$ cat src/rtl/irq_flag_pkg.sv
package irq_flag_pkg;
   // Mask of bits that survive the read clear
   function automatic logic [63:0] keep_vec(input int unsigned idx, input bit en);
      logic [63:0] v;
      v = '0;
      if (en) v[idx] = 1'b1;
      return v;
   endfunction
endpackage

$ cat src/rtl/irq_read_window.sv
module irq_read_window #(
   parameter int unsigned CLR_BYTES = 2
) (
   input  logic clk,
   input  logic rst_n,
   input  logic rd_open_i,
   input  logic byte_ack_i,
   output logic win_o,
   output logic clr_o
);
   localparam int unsigned CW = (CLR_BYTES > 1) ? $clog2(CLR_BYTES) : 1;
   localparam logic [CW-1:0] LAST = CW'(CLR_BYTES - 1);

   logic          win_q;
   logic [CW-1:0] cnt_q;

   assign clr_o = win_q && byte_ack_i && (cnt_q == LAST);
   assign win_o = win_q;

   always_ff @(posedge clk or negedge rst_n) begin
      if (!rst_n) begin
         win_q <= 1'b0;
         cnt_q <= '0;
      end else if (clr_o) begin
         win_q <= 1'b0;
         cnt_q <= '0;
      end else if (win_q) begin
         if (byte_ack_i) cnt_q <= cnt_q + 1'b1;
      end else if (rd_open_i) begin
         win_q <= 1'b1;
         cnt_q <= '0;
      end
   end
endmodule

$ cat src/rtl/irq_flag_bank.sv
module irq_flag_bank #(
   parameter int unsigned NUM_EVT  = 8,
   parameter int unsigned KEEP_IDX = 7,
   parameter bit          KEEP_EN  = 1'b1
) (
   input  logic               clk,
   input  logic               rst_n,
   input  logic [NUM_EVT-1:0] evt_i,
   input  logic               win_i,
   input  logic               clr_i,
   input  logic               mask_wr_i,
   input  logic [NUM_EVT-1:0] mask_wdata_i,
   output logic [NUM_EVT-1:0] flag_o,
   output logic [NUM_EVT-1:0] mask_o,
   output logic               arm_o,
   output logic               req_o
);
   import irq_flag_pkg::*;
   localparam logic [63:0] KEEP_ALL = keep_vec(KEEP_IDX, KEEP_EN);

   logic [NUM_EVT-1:0] flag_q, flag_d, mask_q, mask_d, pend_q, pend_d;

   for (genvar i = 0; i < NUM_EVT; i++) begin : g_bit
      if (KEEP_ALL[i]) begin : g_keep
         always_comb begin
            if (clr_i)          mask_d[i] = mask_q[i];
            else if (mask_wr_i) mask_d[i] = mask_wdata_i[i];
            else                mask_d[i] = mask_q[i];
         end
      end else begin : g_plain
         always_comb begin
            if (clr_i)          mask_d[i] = 1'b0;
            else if (mask_wr_i) mask_d[i] = mask_wdata_i[i];
            else                mask_d[i] = mask_q[i];
         end
      end

      always_comb begin
         if (clr_i) begin
            flag_d[i] = 1'b0;
            pend_d[i] = pend_q[i] | evt_i[i];
         end else if (win_i) begin
            flag_d[i] = flag_q[i];
            pend_d[i] = pend_q[i] | evt_i[i];
         end else begin
            flag_d[i] = flag_q[i] | pend_q[i] | evt_i[i];
            pend_d[i] = 1'b0;
         end
      end
   end

   always_ff @(posedge clk or negedge rst_n) begin
      if (!rst_n) begin
         flag_q <= '0;
         mask_q <= '0;
         pend_q <= '0;
      end else begin
         flag_q <= flag_d;
         mask_q <= mask_d;
         pend_q <= pend_d;
      end
   end

   assign arm_o  = |(flag_d & mask_d & ~(flag_q & mask_q));
   assign req_o  = |(flag_d & mask_d);
   assign flag_o = flag_q;
   assign mask_o = mask_q;
endmodule

$ cat src/rtl/irq_low_timer.sv
module irq_low_timer #(
   parameter int unsigned MAX_LOW = 20
) (
   input  logic clk,
   input  logic rst_n,
   input  logic arm_i,
   input  logic req_i,
   output logic irq_n_o
);
   localparam int unsigned TW = $clog2(MAX_LOW + 1);
   localparam logic [TW-1:0] LAST = TW'(MAX_LOW - 1);

   logic          act_q;
   logic [TW-1:0] cnt_q;

   always_ff @(posedge clk or negedge rst_n) begin
      if (!rst_n) begin
         act_q <= 1'b0;
         cnt_q <= '0;
      end else if (!req_i) begin
         act_q <= 1'b0;
         cnt_q <= '0;
      end else if (arm_i) begin
         act_q <= 1'b1;
         cnt_q <= '0;
      end else if (act_q) begin
         if (cnt_q == LAST) begin
            act_q <= 1'b0;
            cnt_q <= '0;
         end else begin
            cnt_q <= cnt_q + 1'b1;
         end
      end
   end

   assign irq_n_o = ~act_q;
endmodule

$ cat src/rtl/irq_flag_ctrl.sv
module irq_flag_ctrl #(
   parameter int unsigned NUM_EVT   = 8,
   parameter int unsigned KEEP_IDX  = 7,
   parameter bit          KEEP_EN   = 1'b1,
   parameter int unsigned CLR_BYTES = 2,
   parameter int unsigned MAX_LOW   = 20
) (
   input  logic               clk,
   input  logic               rst_n,
   input  logic [NUM_EVT-1:0] evt_i,
   input  logic               rd_open_i,
   input  logic               byte_ack_i,
   input  logic               mask_wr_i,
   input  logic [NUM_EVT-1:0] mask_wdata_i,
   output logic [NUM_EVT-1:0] flag_o,
   output logic [NUM_EVT-1:0] mask_o,
   output logic               irq_n_o
);
   if (NUM_EVT < 1 || NUM_EVT > 64) begin : g_bad_width
      $error("NUM_EVT must be 1..64");
   end
   if (KEEP_EN && KEEP_IDX >= NUM_EVT) begin : g_bad_keep
      $error("KEEP_IDX outside flag bank");
   end
   if (CLR_BYTES < 1) begin : g_bad_bytes
      $error("CLR_BYTES must be at least 1");
   end
   if (MAX_LOW < 1) begin : g_bad_low
      $error("MAX_LOW must be at least 1");
   end

   logic win_w, clr_w, arm_w, req_w;

   irq_read_window #(.CLR_BYTES(CLR_BYTES)) u_win (
      .clk(clk), .rst_n(rst_n), .rd_open_i(rd_open_i),
      .byte_ack_i(byte_ack_i), .win_o(win_w), .clr_o(clr_w)
   );

   irq_flag_bank #(.NUM_EVT(NUM_EVT), .KEEP_IDX(KEEP_IDX), .KEEP_EN(KEEP_EN)) u_bank (
      .clk(clk), .rst_n(rst_n), .evt_i(evt_i), .win_i(win_w), .clr_i(clr_w),
      .mask_wr_i(mask_wr_i), .mask_wdata_i(mask_wdata_i),
      .flag_o(flag_o), .mask_o(mask_o), .arm_o(arm_w), .req_o(req_w)
   );

   irq_low_timer #(.MAX_LOW(MAX_LOW)) u_tmr (
      .clk(clk), .rst_n(rst_n), .arm_i(arm_w), .req_i(req_w), .irq_n_o(irq_n_o)
   );
endmodule

$ cat config.mk
export PLATFORM = sky130hd
export DESIGN_NAME = irq_flag_ctrl
export DESIGN_NICKNAME = d
export VERILOG_FILES = /design/src/rtl/irq_flag_pkg.sv /design/src/rtl/irq_read_window.sv /design/src/rtl/irq_flag_bank.sv /design/src/rtl/irq_low_timer.sv /design/src/rtl/irq_flag_ctrl.sv
export SDC_FILE = /design/constraint.sdc
export NUM_CORES = 1
export LEC_CHECK = 0
export ABC_CLOCK_PERIOD_IN_PS = 2800
export BUFFER_PORTS_ARGS = -buffer_cell sky130_fd_sc_hd__buf_4
export CAP_MARGIN = 25
export CORE_MARGIN = 3
export CORE_UTILIZATION = 35
export DETAILED_ROUTE_END_ITERATION = 8
export PLACE_DENSITY_LB_ADDON = 0.25
export SLEW_MARGIN = 5
export SYNTH_ARGS = -nofsm -noshare
export SYNTH_HDL_FRONTEND = slang
export SYNTH_SLANG_ARGS = --single-unit
$ cat constraint.sdc
create_clock -name clk -period 2.8 [get_ports clk]
set_clock_uncertainty 0.05 [all_clocks]
set_input_delay 0.28 -clock clk [delete_from_list [all_inputs] [get_ports clk]]
set_output_delay 0.28 -clock clk [all_outputs]
set_load 0.01 [all_outputs]
; Word level (Yosys, flattened, before mapping)
; Cells that the tools add are included.
; Widths: inputs -> output; s select.
[classes]
n_mux = 63
div = 0
n_lt_le_gt_ge = 0
addsub = 2
reduce_logical = 6
bitwise_logic = 29
n_eq_ne = 3
multipliers = 0
n_shift = 0
[ops]
columns = operator, count
row1 = $mux 1, 59
row2 = $and 8x8->8, 3
row3 = $or 1x1->1, 24
row4 = $mux 5, 4
row5 = $reduce_or 8->1, 2
row6 = $not 8->8, 1
row7 = $ne 3x3->1 const B, 2
row8 = $add 5x1->5 const B, 1
row9 = $eq 5x5->1 const B, 1
row10 = $reduce_bool 3->1, 1
row11 = $logic_and 1x1->1, 2
row12 = $reduce_and 2->1, 1
row13 = $add 1x1->1 const B, 1
row14 = $not 1->1, 1
[word_totals]
mem_count = 0
input_bits = 21
wordCells = 110
ff_bits = 32
mem_bits_ro = 0
latch_bits = 0
output_inout_bits = 17
ram_bits = 0

; Longest topological paths before layout
; Gate-level depths: netlist of the first run.
[logic_depth]
depth_word = 9
depth_mapped = 7
ltp_nobuf = 6

; Modules after synthesis
; From an unflattened synthesis of the first run, not the netlist that was laid out.
[unflattened]
cells_unflattened = 142
area_unflattened_um2 = 1480.2
[by_module_without_submodules]
columns = module, instances, area_per_inst_um2, cells_each, seq_area_each_um2
row1 = irq_flag_bank, 1, 1078.5, 104, 600.6
row2 = irq_low_timer, 1, 315.3, 31, 150.1
row3 = irq_read_window, 1, 86.3, 7, 50.0

; Worst setup path before layout of the first run
; OpenSTA, ideal clock, no wires.
[synth_path]
kind = input to register
from = input mask_wr_i
to = register u_tmr.act_q
path_buffers = 1
t_required_ns = 2.631
setup_ns = 0.119
setup_slack_ns = 0.874
cell_stages = 6
arrival_time_ns = 1.757
path_cell_list = buf_6 mux2_4 o2111a_1 a2111o_1 a311o_1 o21ba_2
[synth_between]
elab_chain_len = 7
word_cells_on_any_way = 22
classes_between = mux: 18 / bitwise: 2 / reduce/logical: 2
[synth_lines]
columns = item, line
row1 = "start, declared", irq_flag_ctrl.sv:13  ; input logic mask_wr_i,
row2 = "$mux 1, on equally long branches", "irq_flag_bank.sv:33, irq_flag_bank.sv:27"
row3 = "$mux 1, on equally long branches", "irq_flag_bank.sv:32, irq_flag_bank.sv:26"
row4 = $and 8x8->8 *, "irq_flag_bank.sv:64, irq_flag_bank.sv:65"
row5 = $and 8x8->8, irq_flag_bank.sv:64  ; assign arm_o = |(flag_d & mask_d & ~(flag_q & mask_q));
row6 = $reduce_or 8->1, irq_flag_bank.sv:64
row7 = $mux 1, irq_low_timer.sv:23  ; end else if (arm_i) begin
row8 = $mux 1 *, irq_low_timer.sv:20  ; end else if (!req_i) begin
row9 = "end signal, assigned", irq_low_timer.sv:21  ; act_q <= 1'b0;
row10 = "end signal, assigned", irq_low_timer.sv:24  ; act_q <= 1'b1;
row11 = "end signal, assigned", irq_low_timer.sv:28  ; act_q <= 1'b0;
row12 = "end, declared", irq_low_timer.sv:13  ; logic act_q;
; Mark *: on every way between the ends. The rest lies on a longest branch, timed or not.
; A chain may end at the register's enable or synchronous reset.

; Worst setup path after layout of the first run
[layout_path]
from = register u_win.win_q (netlist: u_win.win_o)
to = register u_tmr.act_q
[layout_between]
elab_chain_len = 8
word_cells_on_any_way = 32
classes_between = mux: 26 / bitwise: 2 / reduce/logical: 4
[layout_lines]
columns = item, line
row1 = "start, declared", irq_read_window.sv:14  ; logic win_q;
row2 = "start signal, assigned", irq_read_window.sv:22  ; win_q <= 1'b0;
row3 = "start signal, assigned", irq_read_window.sv:25  ; win_q <= 1'b0;
row4 = "start signal, assigned", irq_read_window.sv:30  ; win_q <= 1'b1;
row5 = $logic_and 1x1->1 (2 in a row), irq_read_window.sv:17  ; assign clr_o = win_q && byte_ack_i && (cnt_q == LAST);
row6 = "$mux 1, on equally long branches", "irq_flag_bank.sv:39, irq_flag_bank.sv:26, irq_flag_bank.sv:32"
row7 = $and 8x8->8 *, "irq_flag_bank.sv:64, irq_flag_bank.sv:65"
row8 = $and 8x8->8, irq_flag_bank.sv:64
row9 = $reduce_or 8->1, irq_flag_bank.sv:64
row10 = $mux 1, irq_low_timer.sv:23
row11 = $mux 1 *, irq_low_timer.sv:20
; Marked as above.

==> summary.md, run 1 <==
| Metric | Value |
|---|---|
| DR iter-0 viols | 44 |
| Minimum clock period after layout | 2.31 ns |
| Slew @ Worst Pin | 0.553 ns |
| First-pass GRT wire length | 5.91 mm |
| Layout cells sized above 1 | 28.7% |
| Worst path bufs/invs | 0 |
| Max-slew violations | 0 |
| Worst VDD drop | 0.474 mV |
| Crit start category | flop |
| Max Cap Violations | 0 |
| Final period utilization | 82.7% |
| CTS H-tree depth | 2 |
| Crit-path cells | and3_1 > a211oi_1 > a2111o_1 > a311o_1 > o21ba_2 |
| Routed length per instance | 15.1 um |
| Multi-input gate area | 678 sq um |
| Synth cell types | 36 |
| Die Y | 72.3 um |
| Max transition margin | 63.1% |
| Status | finished clean |
| Leakage | 0.929 nW |
| Post-Syn Instances | 146 |
| Synth async-reset ratio | 100% |
| Row cnt | 23 |
| Top-count cell post-synth | dfrtp_1 |
| Synth area leader | dfrtp_1 |
| Grt total ovfl | 0 |
| Die Wd | 72.3 um |
| Placer Congestion | 0.760 |
| Worst-Skew Late Latency | 0.28 ns |
| Core area | 4120 sq um |
| # IOs | 38 |
| Setup repair after global routing missed its margin | no |
| Clock power share | 21.1% |
| Hold Vio Cnt, Final | 0 |
| Crit-path slowest cell | and3_1 |
| Number of global-route vias before repair | 1321 |
| DRT Pass-1 Iters | 4 |
| Gr usage total | 14.7% |
| Critical Path End Type | flop |
| Net Switching | 732 uW |
| Setup TNS Final | 0 ns |
| Fillers | 402 |
| Synthesized area | 1540 sq um |
| Storage cell area | 801 sq um |
| Top cells by area, synth | dfrtp_1 52%, nand2_1 4.1%, mux2i_1 3.9% |
| Fin worst setup slack | 0.485 ns |
| CP top delay family | compound AO/OA/AOI/OAI gates |
| Post-DP HPWL | 2.70 mm |
| Worst EP arrival | 2.44 ns |
| Clk root buf | clkbuf_8 |
| Cell Pwr Density | 1030 nW/um^2 |
| Num Clock Sinks | 32 |
| CP max stage delay | 0.55 ns |
| WP data required | 2.92 ns |
| Placement Setup Slack | 0.499 ns |
| N_diodes | 0 |
| Kind of critical path | flop to flop |
| Layout Nets | 209 |
| Die footprint | 5230 sq um |
| F_max | 432 MHz |
| Top FF cell, synth | dfrtp_1 |
| Sequential power share | 39.2% |
| Top cell type's share of synthesized area | 52.0% |
| DRT Wirelength | 3.60 mm |
| R2R Setup Slk | 0.49 ns |
| Post-synth EDFFs | 0 |
| Max clock buf depth | 2 |
| Comb power frac | 39.6% |
| IO Port Bufs | 37 |
| Hold WC Path Type | input pin to flop |
| Most frequent cells after synthesis | 32 x dfrtp_1, 17 x nand2_1, 11 x nor2_1, 9 x a21oi_1 |
| CTS tree | yes |
| Total CTS buffers | 5 |
| Largest net degree at the start of global routing | 33 |
| Number of synthesis warnings | 0 |
| Initial core utilization | 37.4% |
| Avg Inst Size Synth | 10.5 sq um |
| Setup violators final | 0 |
| Post-CTS setup buffers | 0 |
| Final ANT Viol Nets | 0 |
| Via-to-Cell Ratio | 5.22 |
| Drt drc | 0 |
| #FFs+latches synth | 32 |
| Synth-to-Final Area Change | 28.3% |
| CP max FO | 16 |
| Synth Net Count | 168 |
| Switching Fraction | 35.9% |
| Antenna violations before repair | 0 |
| Routed vias | 1243 |
| Worst-path clk slew | 0.07 ns |
| Pint | 1.31 mW |
| Register area share after synthesis | 52.0% |
## power groups by stage
stage	clock (mW)	combinational (mW)	sequential, mW
finish	0.430	0.807	0.800
global route	0.463	0.889	0.824
CTS	0.443	0.823	0.799
detailed placement	0	0.817	0.805
global placement	0	0.801	0.796
floorplan	0	0.484	0.813
## per-stage QoR
| step | instance area, sq um | cells | power (mW) | util (%) | hold slack, ns |
|---|---|---|---|---|---|
| 3_3_place_gp | 1860 | 229 | 1.60 | 45.1 | 0.192 |
| 2_1_floorplan | 1540 | 146 | 1.30 | - | -0.0656 |
| 5_1_grt | 1970 | 238 | 2.18 | 48.0 | 0.153 |
| 6_report | 1970 | 238 | 2.04 | 48.0 | 0.159 |
| 3_5_place_dp | 1860 | 229 | 1.62 | 45.1 | 0.195 |
| 4_1_cts | 1970 | 238 | 2.06 | 48.0 | 0.151 |
## worst reg2reg max path: stages, from the launching register on
cell and delay [ns]:
dfrtp_1 0.45, and3_1 0.55, a211oi_1 0.15, a2111o_1 0.40, a311o_1 0.40, o21ba_2 0.22
## cell usage in the layout, fill, tap and decap left out, types with 2 or more instances in the layout
cell type  netlist  final
nand2_1         17     17
inv_1            8      8
dfrtp_1         32     32
and2_1           2      2
buf_4            0     38
a211oi_1         4      4
mux2i_1          6      6
nor2_1          11     11
o21ba_2          3      3
mux2_2           3      3
xor2_1           2      2
a2111o_1         2      2
o211ai_1         2      2
o21a_1           8      8
nor3_1           8      8
clkbuf_8         0      5
a21oi_1          9      9
a2111oi_0        2      2
o2111a_1         2      2
o21bai_1         5      5
## per-layer routing
layer | vias up | GRT usage, % | share of wire, %
li1 | 611 | - | -
met1 | 600 | 16.7 | 44
met2 | 26 | 26.0 | 50
met3 | 6 | 3.74 | 4.5
met4 | 0 | 6.47 | 1.3
met5 | - | 0 | 0
## worst paths after layout
path,depth (start not counted),endpoint,from
hold reg to reg,1,u_bank.pend_q[4],u_bank.pend_q[4]
hold / removal,2,u_bank.pend_q[4],evt_i[4]
setup / recovery,5,u_tmr.act_q,u_win.win_o
min in group asynchronous,2,u_bank.flag_o[5],rst_n
max in group asynchronous,2,u_tmr.cnt_q[4],rst_n
setup reg to reg,5,u_tmr.act_q,u_win.win_o
## kinds of logic after synthesis
logic type	share of synthesized area [%]
compound gates	22.3
simple gates	12.8
flops	52.0
buf+inv	3.90
mux	7.07
xor+xnor	1.14
fa+ha+maj	0.813
## cell type report
cell class / instances / area share [%]
timing repair buffer: 39 / 15.0
multi-input combinational: 101 / 34.3
clock buffer: 6 / 3.68
sequential: 32 / 40.6
tap: 50 / 3.17
clock inverter: 2 / 1.77
inverter: 8 / 1.52
## repair_timing
action,4_1_cts,5_1_grt
hold buffers,1,0
gates resized for setup,0,0
hold endpoints to repair,32,0
## state kept, by name (all words and copies together) (netlist names)
| register | cells |
|---|---|
| u_bank.pend_q | 8 |
| u_win.win_o | 1 |
| u_bank.flag_o | 8 |
| u_tmr.cnt_q | 5 |
| u_tmr.act_q | 1 |
| u_bank.mask_o | 8 |
| u_win.cnt_q | 1 |
Note: power is estimated with default switching activity, not from simulation.
==> run 2: changes to the inputs <==
Settings changed: ABC_CLOCK_PERIOD_IN_PS 2800 to 2300.
Clock period 2.8 ns to 2.3 ns, I/O delays scaled along.
==> run 2 against run 1 <==
  * First-iteration DRC count rose by 43%
  * Fmax rose by 14%
  * Sequential share of layout area fell by 0.10 points
  * Power rose by 20%
  * Wire length fell by 0.31%
  * Critical path type unchanged
  * Highest routed layer unchanged
==> summary.md, run 2 (synthesis gave the netlist of run 1 again) <==
| Metric | Value |
|---|---|
| CTS H-tree depth | 2 (unchanged) |
| Clk root buf | clkbuf_8 (unchanged) |
| Placer Congestion | 0.823 (was 0.760) |
| Global-route met2 utilization | 23.3% (was 26.0%) |
| GR Util met1 | 19.1% (was 16.7%) |
| Worst EP arrival | 2.15 ns (was 2.44 ns) |
| R2R Path End | u_tmr.act_q (unchanged) |
| Layout Nets | 212 (was 209) |
| Crit start category | flop (unchanged) |
| Antenna violations before repair | 0 (unchanged) |
| Most common cell after layout, fill and taps aside | buf_4 (unchanged) |
| GRT met3 Usage | 5.54% (was 3.74%) |
| Grt total ovfl | 0 (unchanged) |
| Die Wd | 72.3 um (unchanged) |
| Routed length per instance | 14.9 um (was 15.1 um) |
| Leakage | 0.934 nW (was 0.929 nW) |
| Cell Pwr Density | 1230 nW/um^2 (was 1030 nW/um^2) |
| Crit-path cells | buf_4 > o21bai_1 > a2111oi_0 > a2111o_1 > a311o_1 > o21ba_2 (was and3_1 > a211oi_1 > a2111o_1 > a311o_1 > o21ba_2) |
| Routed vias | 1253 (was 1243) |
| Post-CTS setup buffers | 0 (unchanged) |
| Hold Vio Cnt, Final | 0 (unchanged) |
| Worst-path clk slew | 0.06 ns (was 0.07 ns) |
| Worst VDD drop | 0.715 mV (was 0.474 mV) |
| Slew @ Worst Pin | 0.493 ns (was 0.553 ns) |
| Drt drc | 0 (unchanged) |
| Hold WC Path Type | input pin to flop (unchanged) |
| Hold EP | u_bank.pend_q[6] (was u_bank.pend_q[4]) |
| Hold path startpoint | evt_i[6] (was evt_i[4]) |
| Layout cells sized above 1 | 29.3% (was 28.7%) |
| Worst-Skew Late Latency | 0.29 ns (was 0.28 ns) |
| Hold Path Stages | 2 (unchanged) |
| Synth-to-Final Area Change | 28.6% (was 28.3%) |
| Max clock buf depth | 2 (unchanged) |
| Setup TNS Final | 0 ns (unchanged) |
| CP max stage delay | 0.41 ns (was 0.55 ns) |
| Num Clock Sinks | 32 (unchanged) |
| Final ANT Viol Nets | 0 (unchanged) |
| CTS tree | yes (unchanged) |
| Max transition margin | 66.3% (was 63.1%) |
| Die footprint | 5230 sq um (unchanged) |
| Die Y | 72.3 um (unchanged) |
| CP max FO | 6 (was 16) |
| DRT Wirelength | 3.59 mm (was 3.60 mm) |
| Total CTS buffers | 5 (unchanged) |
| Total chip power | 2.44 mW (was 2.04 mW) |
| Fin util | 48.1% (was 48.0%) |
| Crit-path slowest cell | dfrtp_1 (was and3_1) |
| Commonest cells after routing, fill and taps aside | 41 x buf_4, 32 x dfrtp_1, 17 x nand2_1, 11 x nor2_1, 9 x a21oi_1 (was 38 x buf_4, 32 x dfrtp_1, 17 x nand2_1, 11 x nor2_1, 9 x a21oi_1) |
| N_diodes | 0 (unchanged) |
| Initial core utilization | 37.4% (unchanged) |
| Minimum clock period after layout | 2.02 ns (was 2.31 ns) |
| Row cnt | 23 (unchanged) |
| Max-slew violations | 0 (unchanged) |
| Gr busiest metal | met2 (unchanged) |
| F_max | 495 MHz (was 432 MHz) |
| Status | finished clean (unchanged) |
| Setup repair after global routing missed its margin | no (unchanged) |
| WP data required | 2.43 ns (was 2.92 ns) |
| Number of global-route vias before repair | 1282 (was 1321) |
| Max Cap Violations | 0 (unchanged) |
| Core area | 4120 sq um (unchanged) |
| Final period utilization | 87.9% (was 82.7%) |
| Post-DP HPWL | 2.73 mm (was 2.70 mm) |
| First-pass GRT wire length | 5.86 mm (was 5.91 mm) |
| Largest net degree at the start of global routing | 33 (unchanged) |
| DR iter-0 viols | 63 (was 44) |
| Worst reg2reg path depth | 6 (was 5) |
| CTS Hold Bufs | 1 (unchanged) |
| Via-to-Cell Ratio | 5.20 (was 5.22) |
| Critical Path End Type | flop (unchanged) |
| CTS resizes | 0 (unchanged) |
| RR Startpoint | u_win.win_o (unchanged) |
| Setup violators final | 0 (unchanged) |
| Kind of critical path | flop to flop (unchanged) |
| R2R Setup Slk | 0.28 ns (was 0.49 ns) |
| DRT Pass-1 Iters | 4 (unchanged) |
| # IOs | 38 (unchanged) |
| IO Port Bufs | 37 (unchanged) |
| Gr usage total | 14.9% (was 14.7%) |
## run 2: cell count changes in the layout (fill, tap and decap cells not counted)
cell	previous run	this run
clkbuf_8	5	6
clkinv_2	1	0
bufinv_16	1	0
buf_4	38	41
clkbuf_1	1	2
## run 2: where the power goes
part	switching, mW	total, mW	internal, mW
clock	0.207	0.450	0.244
sequential	0.190	0.969	0.779
combinational	0.504	1.02	0.512
total	0.900	2.44	1.53
## run 2: worst max path at each step
stage | start | to | cells after the start
final | u_win.win_o | u_tmr.act_q | 6
after global routing | u_win.win_o | u_tmr.cnt_q[0] | 6
after CTS | u_bank.pend_q[0] | u_tmr.act_q | 5
after detailed placement | mask_wr_i | u_tmr.act_q | 6
after global placement | u_win.win_o | u_tmr.act_q | 6
after floorplan | u_bank.mask_o[0] | u_tmr.act_q | 5
## run 2: layout make-up
type,instances,area [sq um]
Tap cell,50,62.6
Multi-Input combinational cell,101,678
Timing Repair Buffer,42,318
Sequential cell,32,801
Clock buffer,8,90.1
Fill cell,381,2140
Inverter,8,30.0
## run 2: per-layer routing
metal	vias to the layer above	wire (um)
met5	-	0
met2	32	1660
li1	611	-
met3	7	207
met1	603	1660
met4	0	52
## run 2: per-stage QoR
step                cell area [sq um]  setup WS, ns  hold slack, ns  instances
floorplan                        1540         0.390          -0.116        146
global placement                 1880         0.297           0.139        232
detailed placement               1880         0.274           0.146        232
CTS                              1980         0.281          0.0967        241
global route                     1980         0.101          0.0996        241
finish                           1980         0.278           0.101        241
## run 2: worst max-delay path: cells and delay by family (launching register included)
family	cells	cell delay, ns
AOI/OAI and AO/OA	5	1.29
DFF	1	0.41
buffers and inverters	1	0.16
